## src/rtl/cc_ctl_pkg.sv

```systemverilog
package cc_ctl_pkg;
    localparam int WORD_W = 8;

    typedef struct packed {
        logic dec_on;
        logic lang1;
        logic capt;
    } cfg_t;

    localparam cfg_t CFG_DEFAULT = '{dec_on: 1'b0, lang1: 1'b1, capt: 1'b1};

    localparam logic [7:0] OP_FULL   = 8'h01;
    localparam logic [7:0] OP_CPR    = 8'h02;
    localparam logic [3:0] OP_CFG_HI = 4'h1;
endpackage

```

## src/rtl/cc_ctl_sync.sv

```systemverilog
module cc_ctl_sync #(
    parameter int W      = 4,
    parameter int STAGES = 2
) (
    input  logic         clk,
    input  logic         rst_n,
    input  logic [W-1:0] d_i,
    output logic [W-1:0] q_o
);
    for (genvar s = 0; s < STAGES; s++) begin : g_stage
        logic [W-1:0] st_d, st_q;
        if (s == 0) begin : g_first
            assign st_d = d_i;
        end else begin : g_next
            assign st_d = g_stage[s-1].st_q;
        end
        always_ff @(posedge clk) begin
            st_q <= rst_n ? st_d : '0;
        end
    end

    assign q_o = g_stage[STAGES-1].st_q;
endmodule

```

## src/rtl/cc_ctl_serrx.sv

```systemverilog
module cc_ctl_serrx #(
    parameter int WORD_W = 8
) (
    input  logic              clk,
    input  logic              rst_n,
    input  logic              active_i,
    input  logic              sclk_i,
    input  logic              sdat_i,
    input  logic              sen_i,
    output logic              cmd_valid_o,
    output logic [WORD_W-1:0] cmd_o
);
    localparam int CNT_MAX = WORD_W + 1;
    localparam int CNT_W   = $clog2(CNT_MAX + 1);

    typedef struct packed {
        logic              sclk_prev;
        logic              sen_prev;
        logic [CNT_W-1:0]  cnt;
        logic [WORD_W-1:0] shreg;
        logic              valid;
    } rx_t;

    rx_t rx_d, rx_q;

    always_comb begin
        rx_d           = rx_q;
        rx_d.valid     = 1'b0;
        rx_d.sclk_prev = sclk_i;
        rx_d.sen_prev  = sen_i;
        if (!active_i) begin
            rx_d.cnt = '0;
        end else if (sen_i && !rx_q.sen_prev) begin
            rx_d.cnt = '0;
        end else if (!sen_i && rx_q.sen_prev) begin
            rx_d.valid = (rx_q.cnt == CNT_W'(WORD_W));
            rx_d.cnt   = '0;
        end else if (sen_i && sclk_i && !rx_q.sclk_prev) begin
            rx_d.shreg = {rx_q.shreg[WORD_W-2:0], sdat_i};
            if (rx_q.cnt != CNT_W'(CNT_MAX)) begin
                rx_d.cnt = rx_q.cnt + 1'b1;
            end
        end
    end

    always_ff @(posedge clk) begin
        rx_q <= rst_n ? rx_d : '0;
    end

    assign cmd_valid_o = rx_q.valid;
    assign cmd_o       = rx_q.shreg;


    word_len_chk: assert property (@(posedge clk) disable iff (!rst_n)
        rx_q.valid |-> $past(rx_q.cnt) == CNT_W'(WORD_W));


    par_idle_chk: assert property (@(posedge clk) disable iff (!rst_n)
        !active_i |=> !rx_q.valid);
endmodule

```

## src/rtl/cc_ctl_cmd.sv

```systemverilog
module cc_ctl_cmd
    import cc_ctl_pkg::*;
#(
    parameter int WORD_W = 8
) (
    input  logic              clk,
    input  logic              rst_n,
    input  logic              cmd_valid_i,
    input  logic [WORD_W-1:0] cmd_i,
    output cfg_t              cfg_o,
    output logic              full_pulse_o,
    output logic              cp_pulse_o
);
    typedef struct packed {
        cfg_t cfg;
        logic armed;
        logic full;
        logic cp;
    } cmd_t;

    localparam cmd_t CMD_RST = '{cfg: CFG_DEFAULT, armed: 1'b0, full: 1'b0, cp: 1'b0};

    cmd_t st_d, st_q;

    always_comb begin
        st_d      = st_q;
        st_d.full = 1'b0;
        st_d.cp   = 1'b0;
        if (!st_q.armed) begin
            st_d.armed = 1'b1;
            st_d.full  = 1'b1;
            st_d.cfg   = CFG_DEFAULT;
        end else if (cmd_valid_i) begin
            if (cmd_i[7:0] == OP_FULL) begin
                st_d.full = 1'b1;
                st_d.cfg  = CFG_DEFAULT;
            end else if (cmd_i[7:0] == OP_CPR) begin
                st_d.cp = 1'b1;
            end else if (cmd_i[7:4] == OP_CFG_HI) begin
                st_d.cfg = '{dec_on: cmd_i[0], lang1: cmd_i[1], capt: cmd_i[2]};
            end
        end
    end

    always_ff @(posedge clk) begin
        st_q <= rst_n ? st_d : CMD_RST;
    end

    assign cfg_o        = st_q.cfg;
    assign full_pulse_o = st_q.full;
    assign cp_pulse_o   = st_q.cp;


    full_single_chk: assert property (@(posedge clk) disable iff (!rst_n)
        st_q.full |=> !st_q.full);


    cp_single_chk: assert property (@(posedge clk) disable iff (!rst_n)
        st_q.cp |=> !st_q.cp);


    pulse_excl_chk: assert property (@(posedge clk) disable iff (!rst_n)
        !(st_q.full && st_q.cp));


    full_default_chk: assert property (@(posedge clk) disable iff (!rst_n)
        st_q.full |-> st_q.cfg == CFG_DEFAULT);


    cfg_hold_chk: assert property (@(posedge clk) disable iff (!rst_n)
        (st_q.armed && !cmd_valid_i) |=> $stable(st_q.cfg));
endmodule

```

## src/rtl/cc_ctl_frontend.sv

```systemverilog
module cc_ctl_frontend
    import cc_ctl_pkg::*;
#(
    parameter int SYNC_STAGES = 2,
    parameter int CMD_W       = WORD_W
) (
    input  logic clk,
    input  logic rst_n,
    input  logic mode_par_i,
    input  logic ctl_en_i,
    input  logic ctl_lng_i,
    input  logic ctl_ct_i,
    output logic dec_on_o,
    output logic lang1_o,
    output logic capt_o,
    output logic full_rst_o,
    output logic cp_rst_o
);
    localparam int PIN_N = 4;

    logic [PIN_N-1:0] pins_s;
    logic             mode_s, en_s, lng_s, ct_s;
    logic             cmd_valid;
    logic [CMD_W-1:0] cmd;
    cfg_t             cfg_q;

    cc_ctl_sync #(.W(PIN_N), .STAGES(SYNC_STAGES)) u_sync (
        .clk   (clk),
        .rst_n (rst_n),
        .d_i   ({mode_par_i, ctl_en_i, ctl_lng_i, ctl_ct_i}),
        .q_o   (pins_s)
    );

    assign {mode_s, en_s, lng_s, ct_s} = pins_s;

    cc_ctl_serrx #(.WORD_W(CMD_W)) u_rx (
        .clk         (clk),
        .rst_n       (rst_n),
        .active_i    (!mode_s),
        .sclk_i      (lng_s),
        .sdat_i      (ct_s),
        .sen_i       (en_s),
        .cmd_valid_o (cmd_valid),
        .cmd_o       (cmd)
    );

    cc_ctl_cmd #(.WORD_W(CMD_W)) u_cmd (
        .clk          (clk),
        .rst_n        (rst_n),
        .cmd_valid_i  (cmd_valid),
        .cmd_i        (cmd),
        .cfg_o        (cfg_q),
        .full_pulse_o (full_rst_o),
        .cp_pulse_o   (cp_rst_o)
    );

    always_comb begin
        if (mode_s) begin
            dec_on_o = en_s;
            lang1_o  = lng_s;
            capt_o   = ct_s;
        end else begin
            dec_on_o = cfg_q.dec_on;
            lang1_o  = cfg_q.lang1;
            capt_o   = cfg_q.capt;
        end
    end


    boot_pulse_chk: assert property (@(posedge clk)
        $rose(rst_n) |=> full_rst_o);


    par_no_cp_chk: assert property (@(posedge clk) disable iff (!rst_n)
        (mode_s && $past(mode_s) && $past(mode_s, 2)) |-> !cp_rst_o);
endmodule

```

## config.mk

```make
export PLATFORM = sky130hd
export DESIGN_NAME = cc_ctl_frontend
export DESIGN_NICKNAME = d
export VERILOG_FILES = /design/src/rtl/cc_ctl_pkg.sv /design/src/rtl/cc_ctl_sync.sv /design/src/rtl/cc_ctl_serrx.sv /design/src/rtl/cc_ctl_cmd.sv /design/src/rtl/cc_ctl_frontend.sv
export SDC_FILE = /design/constraint.sdc
export NUM_CORES = 1
export LEC_CHECK = 0
export BUFFER_PORTS_ARGS = -buffer_cell sky130_fd_sc_hd__buf_2
export CAP_MARGIN = 10
export CORE_UTILIZATION = 40
export DETAILED_ROUTE_END_ITERATION = 8
export PLACE_DENSITY_LB_ADDON = 0.15
export SYNTH_ARGS = -nofsm -noshare
export SYNTH_HDL_FRONTEND = slang
export SYNTH_SLANG_ARGS = --single-unit
```

## constraint.sdc

```tcl
create_clock -name clk -period 1.9 [get_ports clk]
set_clock_uncertainty 0.1 [all_clocks]
set_input_delay 0.285 -clock clk [delete_from_list [all_inputs] [get_ports clk]]
set_output_delay 0.285 -clock clk [all_outputs]
set_load 0.01 [all_outputs]
```

==> results.sh, run 1 <==
export IMPL_fin_crit_sh=0.890
export IMPL_synth_area_top_cells="dfxtp_1 47%, a21boi_0 5.4%, and2_1 5.0%"
export IMPL_synth_distinct_cells=33
export IMPL_slowest_stage="dfxtp_1"
export IMPL_drtIter0Drc=30
export IMPL_multiInputGateArea_um2=613
export IMPL_start_util=0.435
export IMPL_cts_buffers=5
export IMPL_cts_hold_buf=0
export IMPL_htreeDepth=2
export IMPL_cts_resized=0
export IMPL_wl_per_cell_um=13.3
export IMPL_viasPerCell=5.51
export IMPL_rsz0062_at_grt="no"
export IMPL_cts_sinks=29
export IMPL_grt_pass1_vias=867
export IMPL_grt_usage=0.160
export IMPL_period_needed_ns=1.69
export IMPL_fin_nets=148
export IMPL_ys_seq_elements=29
export IMPL_rows=19
export IMPL_synth_fa_ha_area_frac=0.0504
export IMPL_min_from="ctl_lng_i"
export IMPL_port_buffers=10
export IMPL_rr_worst_depth=5
export IMPL_diodes=0
export IMPL_placed_cells=161
export IMPL_syn2layout_area_growth_pct=9.98
export IMPL_grt_ovfl_total=0
export IMPL_r2r_end="u_rx.cmd_o[2]"
export IMPL_max_slew_margin=0.642
export IMPL_worstSetupPathType="register to primary output"
export IMPL_startpoint="u_sync.q_o[3]"
export IMPL_clock_fmax_mhz=592
export IMPL_grt_first_pass_wirelength_um=3830
export IMPL_clk_path_buf_depth=2
export IMPL_die_h_um=57.7
export IMPL_startpoint_type="register"
export IMPL_yosysSeqAreaShare=0.468
export IMPL_power_density_mw_per_mm2=751
export IMPL_core_area_mm2=0.00285
export IMPL_ys_warn_count=0
export IMPL_synth_top_family_by_area="simple AND/OR/NAND/NOR gates"
export IMPL_r2r_setup_slack_ns=0.30
export IMPL_slew_viol_final=0
export IMPL_crit_end="lang1_o"
export IMPL_finalNonFillerCells=169
export IMPL_synth_compound_gate_area_share=0.158
export IMPL_yosys_mux_area_fraction=0.0554
export IMPL_drt_first_pass_iters=4
export IMPL_netlist_area_mm2=0.00124
export IMPL_syn_nets=135
export IMPL_finalSetupViolations=0
export IMPL_dieArea_mm2=0.00333
export IMPL_final_layout_size_suffix_gt1_frac=0.181
export IMPL_gp_congestion=0.773
export IMPL_worstPathMaxFanout=7
export IMPL_cp_end_kind="primary output"
export IMPL_die_w_um=57.7
export IMPL_synth_xor_area_frac=0
export IMPL_synth_largest_area_cell="dfxtp_1"
export IMPL_clk_pin_slew_worst_paths_ns=0.08
export IMPL_synth_top_cell_area_share=0.468
export IMPL_post_cts_setup_buffers=0
export IMPL_regArea_um2=581
export IMPL_grt_max_degree=25
export IMPL_nFillCells=292
export IMPL_finalWirelength_um=2240
export IMPL_hpwl_um=1510
export IMPL_tightest_slew_ns=0.534
export IMPL_total_power_w=0.00103
export IMPL_grt_antenna_before_repair=0
export IMPL_vias=932
export IMPL_required_ns=1.51
export IMPL_ir_worst_vdd_mv=0.503
export IMPL_critPathMaxStageDelay_ns=0.48
export IMPL_ant_nets=0
export IMPL_syn_area_per_cell_um2=10.0
export IMPL_ios=11
export IMPL_hold_viol_final=0
export IMPL_arrival_ns=1.31
export IMPL_r2r_start="u_sync.q_o[2]"
export IMPL_synthSimpleGateAreaFrac=0.230
export IMPL_cts_root_buf="clkbuf_4"
export IMPL_drcViolationCount=0
export IMPL_p_leak_nw=0.520
export IMPL_min_path_type="input port to register"
export IMPL_clk_latency_ns=0.32
export IMPL_crit_chain="mux2_2 > buf_2"
export IMPL_status="finished, final reports clean"
export IMPL_drv_cap=0
export IMPL_tns_ns=0
export IMPL_syn_inst=124
export IMPL_cts_tree="built"
## worst max-delay path, delay by kind of cell (launching register included)
family                 cells  cell delay, ns
DFF                        1            0.48
muxes                      1            0.37
buffers and inverters      1            0.14
## worst min-delay path by stage
stage                                endpoint  cells after the start
floorplan                       u_cmd.st_q[2]                      0
global placement                u_sync.q_o[3]                      1
detailed placement              u_sync.q_o[3]                      1
CTS                 u_sync.g_stage[0].st_q[2]                      2
global route        u_sync.g_stage[0].st_q[2]                      2
finish              u_sync.g_stage[0].st_q[1]                      2
## layout make-up
type | instances | share of cell area
Multi-Input combinational cell | 83 | 0.449
Timing Repair Buffer | 11 | 0.0422
Sequential cell | 29 | 0.425
Tap cell | 31 | 0.0284
Inverter | 7 | 0.0192
Clock buffer | 8 | 0.0357
## per-stage QoR
| stage | setup slack [ns] | hold slack (ns) | area (um^2) | util |
|---|---|---|---|---|
| 4_1_cts | 0.183 | 0.0533 | 1370 | 0.479 |
| 3_3_place_gp | 0.344 | 0.315 | 1320 | 0.461 |
| 2_1_floorplan | 0.423 | 0.213 | 1240 | - |
| 6_report | 0.210 | 0.0655 | 1370 | 0.479 |
| 5_1_grt | 0.120 | 0.0451 | 1370 | 0.479 |
| 3_5_place_dp | 0.277 | 0.322 | 1320 | 0.461 |
## registers in the layout, summed over array words and instances, names as in the netlist
| name | count |
|---|---|
| u_cmd.st_q | 1 |
| u_sync.g_stage.st_q | 4 |
| u_rx.cmd_o | 8 |
| u_cmd.full_pulse_o | 1 |
| u_rx.cmd_valid_o | 1 |
| u_cmd.cfg_o | 3 |
| u_rx.rx_q | 6 |
| u_cmd.cp_pulse_o | 1 |
| u_sync.q_o | 4 |
## where the power goes
part / switching [W] / total (W) / internal, W
Combinational: 0.0000280 / 0.0000499 / 0.0000219
Sequential: 0.00000660 / 0.000625 / 0.000619
Clock: 0.000203 / 0.000350 / 0.000147
Total: 0.000238 / 0.00103 / 0.000788
## routing by layer
layer	track usage	up-vias	share of wire
met2	0.252	19	0.46
met1	0.178	432	0.48
met4	0.0952	0	0.027
met5	0	-	0
met3	0.0737	6	0.036
li1	-	475	-
## cell families (layout without fill, tap and decap cells)
logic type                 Yosys count  after routing
and+or+nand+nor                     43             43
AOI/OAI and AO/OA                   29             29
DFF                                 29             29
buffers and inverters               12             26
muxes                                6              6
adders and majority gates            5              5
## cells in the final DEF, fill, tap and decap left out
cell type   n
nor3_4      1
mux2_2      3
inv_1       7
a21boi_0    9
nor2_1      3
and3b_1     2
nand2_1     2
nor4_1      1
nor2b_1     1
clkbuf_4    5
and2_1     10
nor4b_2     1
o211ai_2    1
mux2_4      1
ha_1        5
a311oi_1    3
a41o_1      1
nand4_1     1
or4_1       1
and4_1      1
and3_1      1
nand3b_1    3
nor4bb_1    1
o21ai_0    10
nand3_1    11
clkbuf_1    3
a21oi_1     3
a211oi_1    1
nor3_2      2
dfxtp_1    29
mux2i_1     2
o31ai_1     1
or3_1       1
buf_4       1
buf_2      10
## Yosys cell counts (all sizes together)
library cell  count
mux2              4
buf               2
nor2              3
a311oi            3
nand4             1
and3              1
and3b             2
and4              1
and2             10
o211ai            1
a21boi            9
nor4b             1
nand3            11
o21ai            10
a41o              1
nor2b             1
dfxtp            29
o31ai             1
or3               1
mux2i             2
a211oi            1
a21oi             3
clkbuf            3
or4               1
nor4              1
ha                5
inv               7
nand2             2
nor3              3
nor4bb            1
nand3b            3
(Power assumes the default switching activity.)
==> run 2: changes to the inputs <==
BUFFER_PORTS_ARGS = -buffer_cell sky130_fd_sc_hd__buf_4   (was -buffer_cell sky130_fd_sc_hd__buf_2)
MAX_ROUTING_LAYER = met4   (was unset)
SLEW_MARGIN = 20   (was unset)
==> run 2 against run 1 <==
  * Sequential share of layout area decreased by 0.77 points
  * Fmax decreased by 0.54%
  * Worst hold slack got worse by 0.0041 ns
==> results.sh, run 2 (same netlist as run 1, synthesis figures left out) <==
export IMPL_r2r_setup_slack_ns=0.31
export IMPL_syn2layout_area_growth_pct=12.0
export IMPL_cts_sinks=29
export IMPL_cts_resized=0
export IMPL_drv_cap=0
export IMPL_period_needed_ns=1.70
export IMPL_dp_slack_ns=0.319
export IMPL_start_util=0.435
export IMPL_drt_first_pass_iters=4
export IMPL_cp_end_kind="primary output"
export IMPL_hold_viol_final=0
export IMPL_finalWirelength_um=2260
export IMPL_gp_congestion=0.757
export IMPL_grt_ovfl_total=0
export IMPL_min_from="ctl_en_i"
export IMPL_total_power_w=0.00103
export IMPL_regArea_um2=581
export IMPL_ir_worst_vdd_mv=0.537
export IMPL_nFillCells=271
export IMPL_cts_root_buf="clkbuf_4"
export IMPL_finalSetupViolations=0
export IMPL_drtIter0Drc=34
export IMPL_finish_utilization=0.487
export IMPL_arrival_ns=1.31
export IMPL_startpoint_type="register"
export IMPL_grt_usage=0.165
export IMPL_power_density_mw_per_mm2=742
export IMPL_final_layout_size_suffix_gt1_frac=0.181
export IMPL_grt_antenna_before_repair=0
export IMPL_grt_first_pass_wirelength_um=3870
export IMPL_rsz0062_at_grt="no"
export IMPL_drcViolationCount=0
export IMPL_rows=19
export IMPL_fin_area_mm2=0.00139
export IMPL_htreeDepth=2
export IMPL_core_area_mm2=0.00285
export IMPL_clock_fmax_mhz=588
export IMPL_p_leak_nw=0.528
export IMPL_min_path_type="input port to register"
export IMPL_startpoint="u_sync.q_o[3]"
export IMPL_vias=942
export IMPL_dieArea_mm2=0.00333
export IMPL_grt_max_degree=25
export IMPL_fin_nets=148
export IMPL_ios=11
export IMPL_ant_nets=0
export IMPL_port_buffers=10
export IMPL_cts_tree="built"
export IMPL_placed_area_mm2=0.00134
export IMPL_clk_latency_ns=0.33
export IMPL_r2r_start="u_rx.rx_q[13]"
export IMPL_multiInputGateArea_um2=613
export IMPL_diodes=0
export IMPL_die_w_um=57.7
export IMPL_wl_per_cell_um=13.4
export IMPL_die_h_um=57.7
export IMPL_viasPerCell=5.57
export IMPL_worstPathMaxFanout=7
export IMPL_tns_ns=0
export IMPL_worst_slack_ns=0.201
export IMPL_cts_hold_buf=0
export IMPL_clk_path_buf_depth=2
export IMPL_clk_pin_slew_worst_paths_ns=0.08
export IMPL_status="finished, final reports clean"
export IMPL_cts_buffers=5
export IMPL_final_common_cell="dfxtp_1"
export IMPL_required_ns=1.51
export IMPL_slew_viol_final=0
export IMPL_grt_pass1_vias=897
export IMPL_hpwl_um=1500
export IMPL_max_slew_margin=0.659
export IMPL_fin_crit_sh=0.894
export IMPL_final_cell_mix="29 x dfxtp_1, 11 x nand3_1, 11 x buf_4, 10 x o21ai_0, 10 x and2_1"
export IMPL_post_cts_setup_buffers=0
export IMPL_tightest_slew_ns=0.509
export IMPL_worstSetupPathType="register to primary output"
export IMPL_largest_reg_flops=8
==> run 2: cell types whose count changed in the layout (fill, tap and decap cells not counted) <==
cell | before | now
buf_2 | 10 | 0
buf_4 | 1 | 11
==> run 2: worst paths after layout <==
| check | endpoint | cells past startpoint |
|---|---|---|
| worst min register to register | u_sync.q_o[1] | 1 |
| worst max register to register | u_rx.cmd_o[3] | 5 |
| worst max-delay path | dec_on_o | 2 |
| worst min-delay path | u_sync.g_stage[0].st_q[2] | 2 |
==> run 2: area by class of cell <==
type / count / area share
multi-input combinational: 83 / 0.441
tap: 31 / 0.0279
timing repair buffer: 11 / 0.0594
inverter: 7 / 0.0189
sequential: 29 / 0.418
clock buffer: 8 / 0.0351
==> run 2: routing by layer <==
| layer | track usage | vias up | part of all wire |
|---|---|---|---|
| li1 | - | 469 | - |
| met1 | 0.173 | 447 | 0.46 |
| met2 | 0.249 | 20 | 0.47 |
| met3 | 0.0737 | 6 | 0.056 |
| met4 | 0.112 | 0 | 0.019 |
| met5 | - | - | 0 |
==> run 2: critical path: stages (launching register included) <==
cell and delay (ns):
dfxtp_1 0.47, mux2_2 0.38, buf_4 0.14
==> run 2: metrics by stage <==
step,hold slack (ns),std cells
finish,0.0614,169
global route,0.0412,169
CTS,0.0548,169
detailed placement,0.322,161
global placement,0.316,161
floorplan,0.213,124
==> run 2: power by group <==
group	total [W]	internal (W)	switching (W)
registers	0.000625	0.000619	0.00000636
clock network	0.000353	0.000147	0.000206
logic	0.0000542	0.0000264	0.0000278
total	0.00103	0.000792	0.000240
==> run 3: changes to the inputs <==
RECOVER_POWER = 25   (was unset)
==> run 3 against run 2 <==
  * Sequential power hardly changed
  * Critical path type unchanged
  * Sequential share of layout area is 0.11 points higher
  * Clock-buffer cell count stayed put
  * Flip-flop and latch count stayed put
  * Total power hardly changed
  * Clock power hardly changed
  * Combinational power is 1% lower
  * Global-route usage stayed put
  * Critical path depth stayed put
  * Worst hold slack hardly changed
  * Via count stayed put
  * Fmax stayed put
==> results.sh, run 3 (same netlist as run 1, synthesis figures left out) <==
export IMPL_status="finished, final reports clean"
export IMPL_drt_first_pass_iters=4
export IMPL_final_common_cell="dfxtp_1"
export IMPL_cts_root_buf="clkbuf_4"
export IMPL_regArea_um2=581
export IMPL_drtIter0Drc=33
export IMPL_grt_pass1_vias=897
export IMPL_cts_resized=0
export IMPL_syn2layout_area_growth_pct=11.7
export IMPL_hpwl_um=1500
export IMPL_grt_antenna_before_repair=0
export IMPL_finalSetupViolations=0
export IMPL_p_sw_frac=0.233
export IMPL_core_area_mm2=0.00285
export IMPL_grt_max_degree=25
export IMPL_clock_power_share=0.342
export IMPL_min_delay_path_depth=2
export IMPL_clk_pin_slew_worst_paths_ns=0.08
export IMPL_min_path_type="input port to register"
export IMPL_p_switching_w=0.000240
export IMPL_tightest_slew_ns=0.778
export IMPL_cts_buffers=5
export IMPL_viasPerCell=5.57
export IMPL_cts_hold_buf=0
export IMPL_port_buffers=10
export IMPL_finalNonFillerCells=169
export IMPL_clock_fmax_mhz=588
export IMPL_placed_cells=161
export IMPL_power_density_mw_per_mm2=744
export IMPL_hold_worst_slack_ns=0.0614
export IMPL_fin_nets=148
export IMPL_grt_ovfl_total=0
export IMPL_htreeDepth=2
export IMPL_final_layout_size_suffix_gt1_frac=0.174
export IMPL_ios=11
export IMPL_wl_per_cell_um=13.4
export IMPL_min_to="u_sync.g_stage[0].st_q[2]"
export IMPL_fin_crit_sh=0.894
export IMPL_vias=942
export IMPL_internal_power_w=0.000791
export IMPL_r2r_start="u_rx.rx_q[13]"
export IMPL_final_cell_mix="29 x dfxtp_1, 11 x nand3_1, 10 x o21ai_0, 10 x buf_4"
export IMPL_required_ns=1.51
export IMPL_ir_worst_vdd_mv=0.537
export IMPL_drcViolationCount=0
export IMPL_clk_latency_ns=0.33
export IMPL_worstPathMaxFanout=7
export IMPL_rsz0062_at_grt="no"
export IMPL_dieArea_mm2=0.00333
export IMPL_finalWirelength_um=2260
export IMPL_grt_usage=0.165
export IMPL_arrival_ns=1.31
export IMPL_die_w_um=57.7
export IMPL_fin_area_mm2=0.00139
export IMPL_grt_first_pass_wirelength_um=3870
export IMPL_startpoint_type="register"
export IMPL_r2r_setup_slack_ns=0.31
export IMPL_start_util=0.435
export IMPL_p_leak_nw=0.524
export IMPL_r2r_end="u_rx.cmd_o[3]"
export IMPL_cts_tree="built"
export IMPL_post_cts_setup_buffers=0
export IMPL_cts_sinks=29
export IMPL_diodes=0
export IMPL_nFillCells=270
export IMPL_die_h_um=57.7
export IMPL_largest_reg_flops=8
export IMPL_min_from="ctl_en_i"
export IMPL_gp_congestion=0.757
export IMPL_drv_cap=0
export IMPL_ant_nets=0
export IMPL_finish_utilization=0.486
export IMPL_combPwrFrac=0.052
export IMPL_seq_power_share=0.606
export IMPL_multiInputGateArea_um2=613
export IMPL_tns_ns=0
export IMPL_slew_viol_final=0
export IMPL_rr_worst_depth=5
export IMPL_max_slew_margin=0.481
export IMPL_worstSetupPathType="register to primary output"
export IMPL_clk_path_buf_depth=2
export IMPL_period_needed_ns=1.70
export IMPL_cp_end_kind="primary output"
export IMPL_rows=19
export IMPL_hold_viol_final=0
export IMPL_placed_area_mm2=0.00134
run 3: changes by cell type in the layout (fill, tap and decap cells not counted):
cell | before | now
buf_4 | 11 | 10
and2_1 | 10 | 9
and2_0 | 0 | 1
clkbuf_1 | 3 | 4
run 3: metal layers:
layer | vias up | track usage | wire, um
met5 | - | - | 0
met2 | 20 | 0.249 | 1060
met3 | 6 | 0.0737 | 127
met1 | 447 | 0.173 | 1030
met4 | 0 | 0.112 | 42
li1 | 469 | - | -
run 3: worst max-delay path by stage:
stage               endpoint     startpoint  cells past startpoint  slack, ns
3_5_place_dp   u_rx.cmd_o[7]  u_sync.q_o[2]                      5       0.32
6_report            dec_on_o  u_sync.q_o[3]                      2       0.20
2_1_floorplan  u_rx.cmd_o[1]  u_rx.rx_q[13]                      6       0.42
5_1_grt        u_rx.cmd_o[7]  u_sync.q_o[2]                      5       0.12
3_3_place_gp   u_rx.cmd_o[0]  u_sync.q_o[2]                      5       0.34
4_1_cts             dec_on_o  u_sync.q_o[3]                      2       0.18
run 3: stage by stage:
step           worst slack (ns)  total power [W]
6_report                  0.201          0.00103
3_5_place_dp              0.319         0.000694
3_3_place_gp              0.344         0.000693
2_1_floorplan             0.423         0.000674
5_1_grt                   0.119          0.00108
4_1_cts                   0.180          0.00104
run 3: area by class of cell:
class | count | area share
sequential | 29 | 0.419
timing repair buffer | 11 | 0.0569
tap | 31 | 0.0280
multi-input combinational | 83 | 0.442
clock buffer | 8 | 0.0352
inverter | 7 | 0.0190
run 3: power by group through the flow:
stage | Sequential [W] | Clock, W | Combinational [W]
5_1_grt | 0.000627 | 0.000393 | 0.0000591
4_1_cts | 0.000625 | 0.000364 | 0.0000547
2_1_floorplan | 0.000638 | 0 | 0.0000354
3_5_place_dp | 0.000640 | 0 | 0.0000543
3_3_place_gp | 0.000639 | 0 | 0.0000533
6_report | 0.000625 | 0.000353 | 0.0000534
run 3: critical path, cell delays in order, from the launching register on:
cell and delay (ns):
dfxtp_1 0.47, mux2_2 0.38, buf_4 0.14
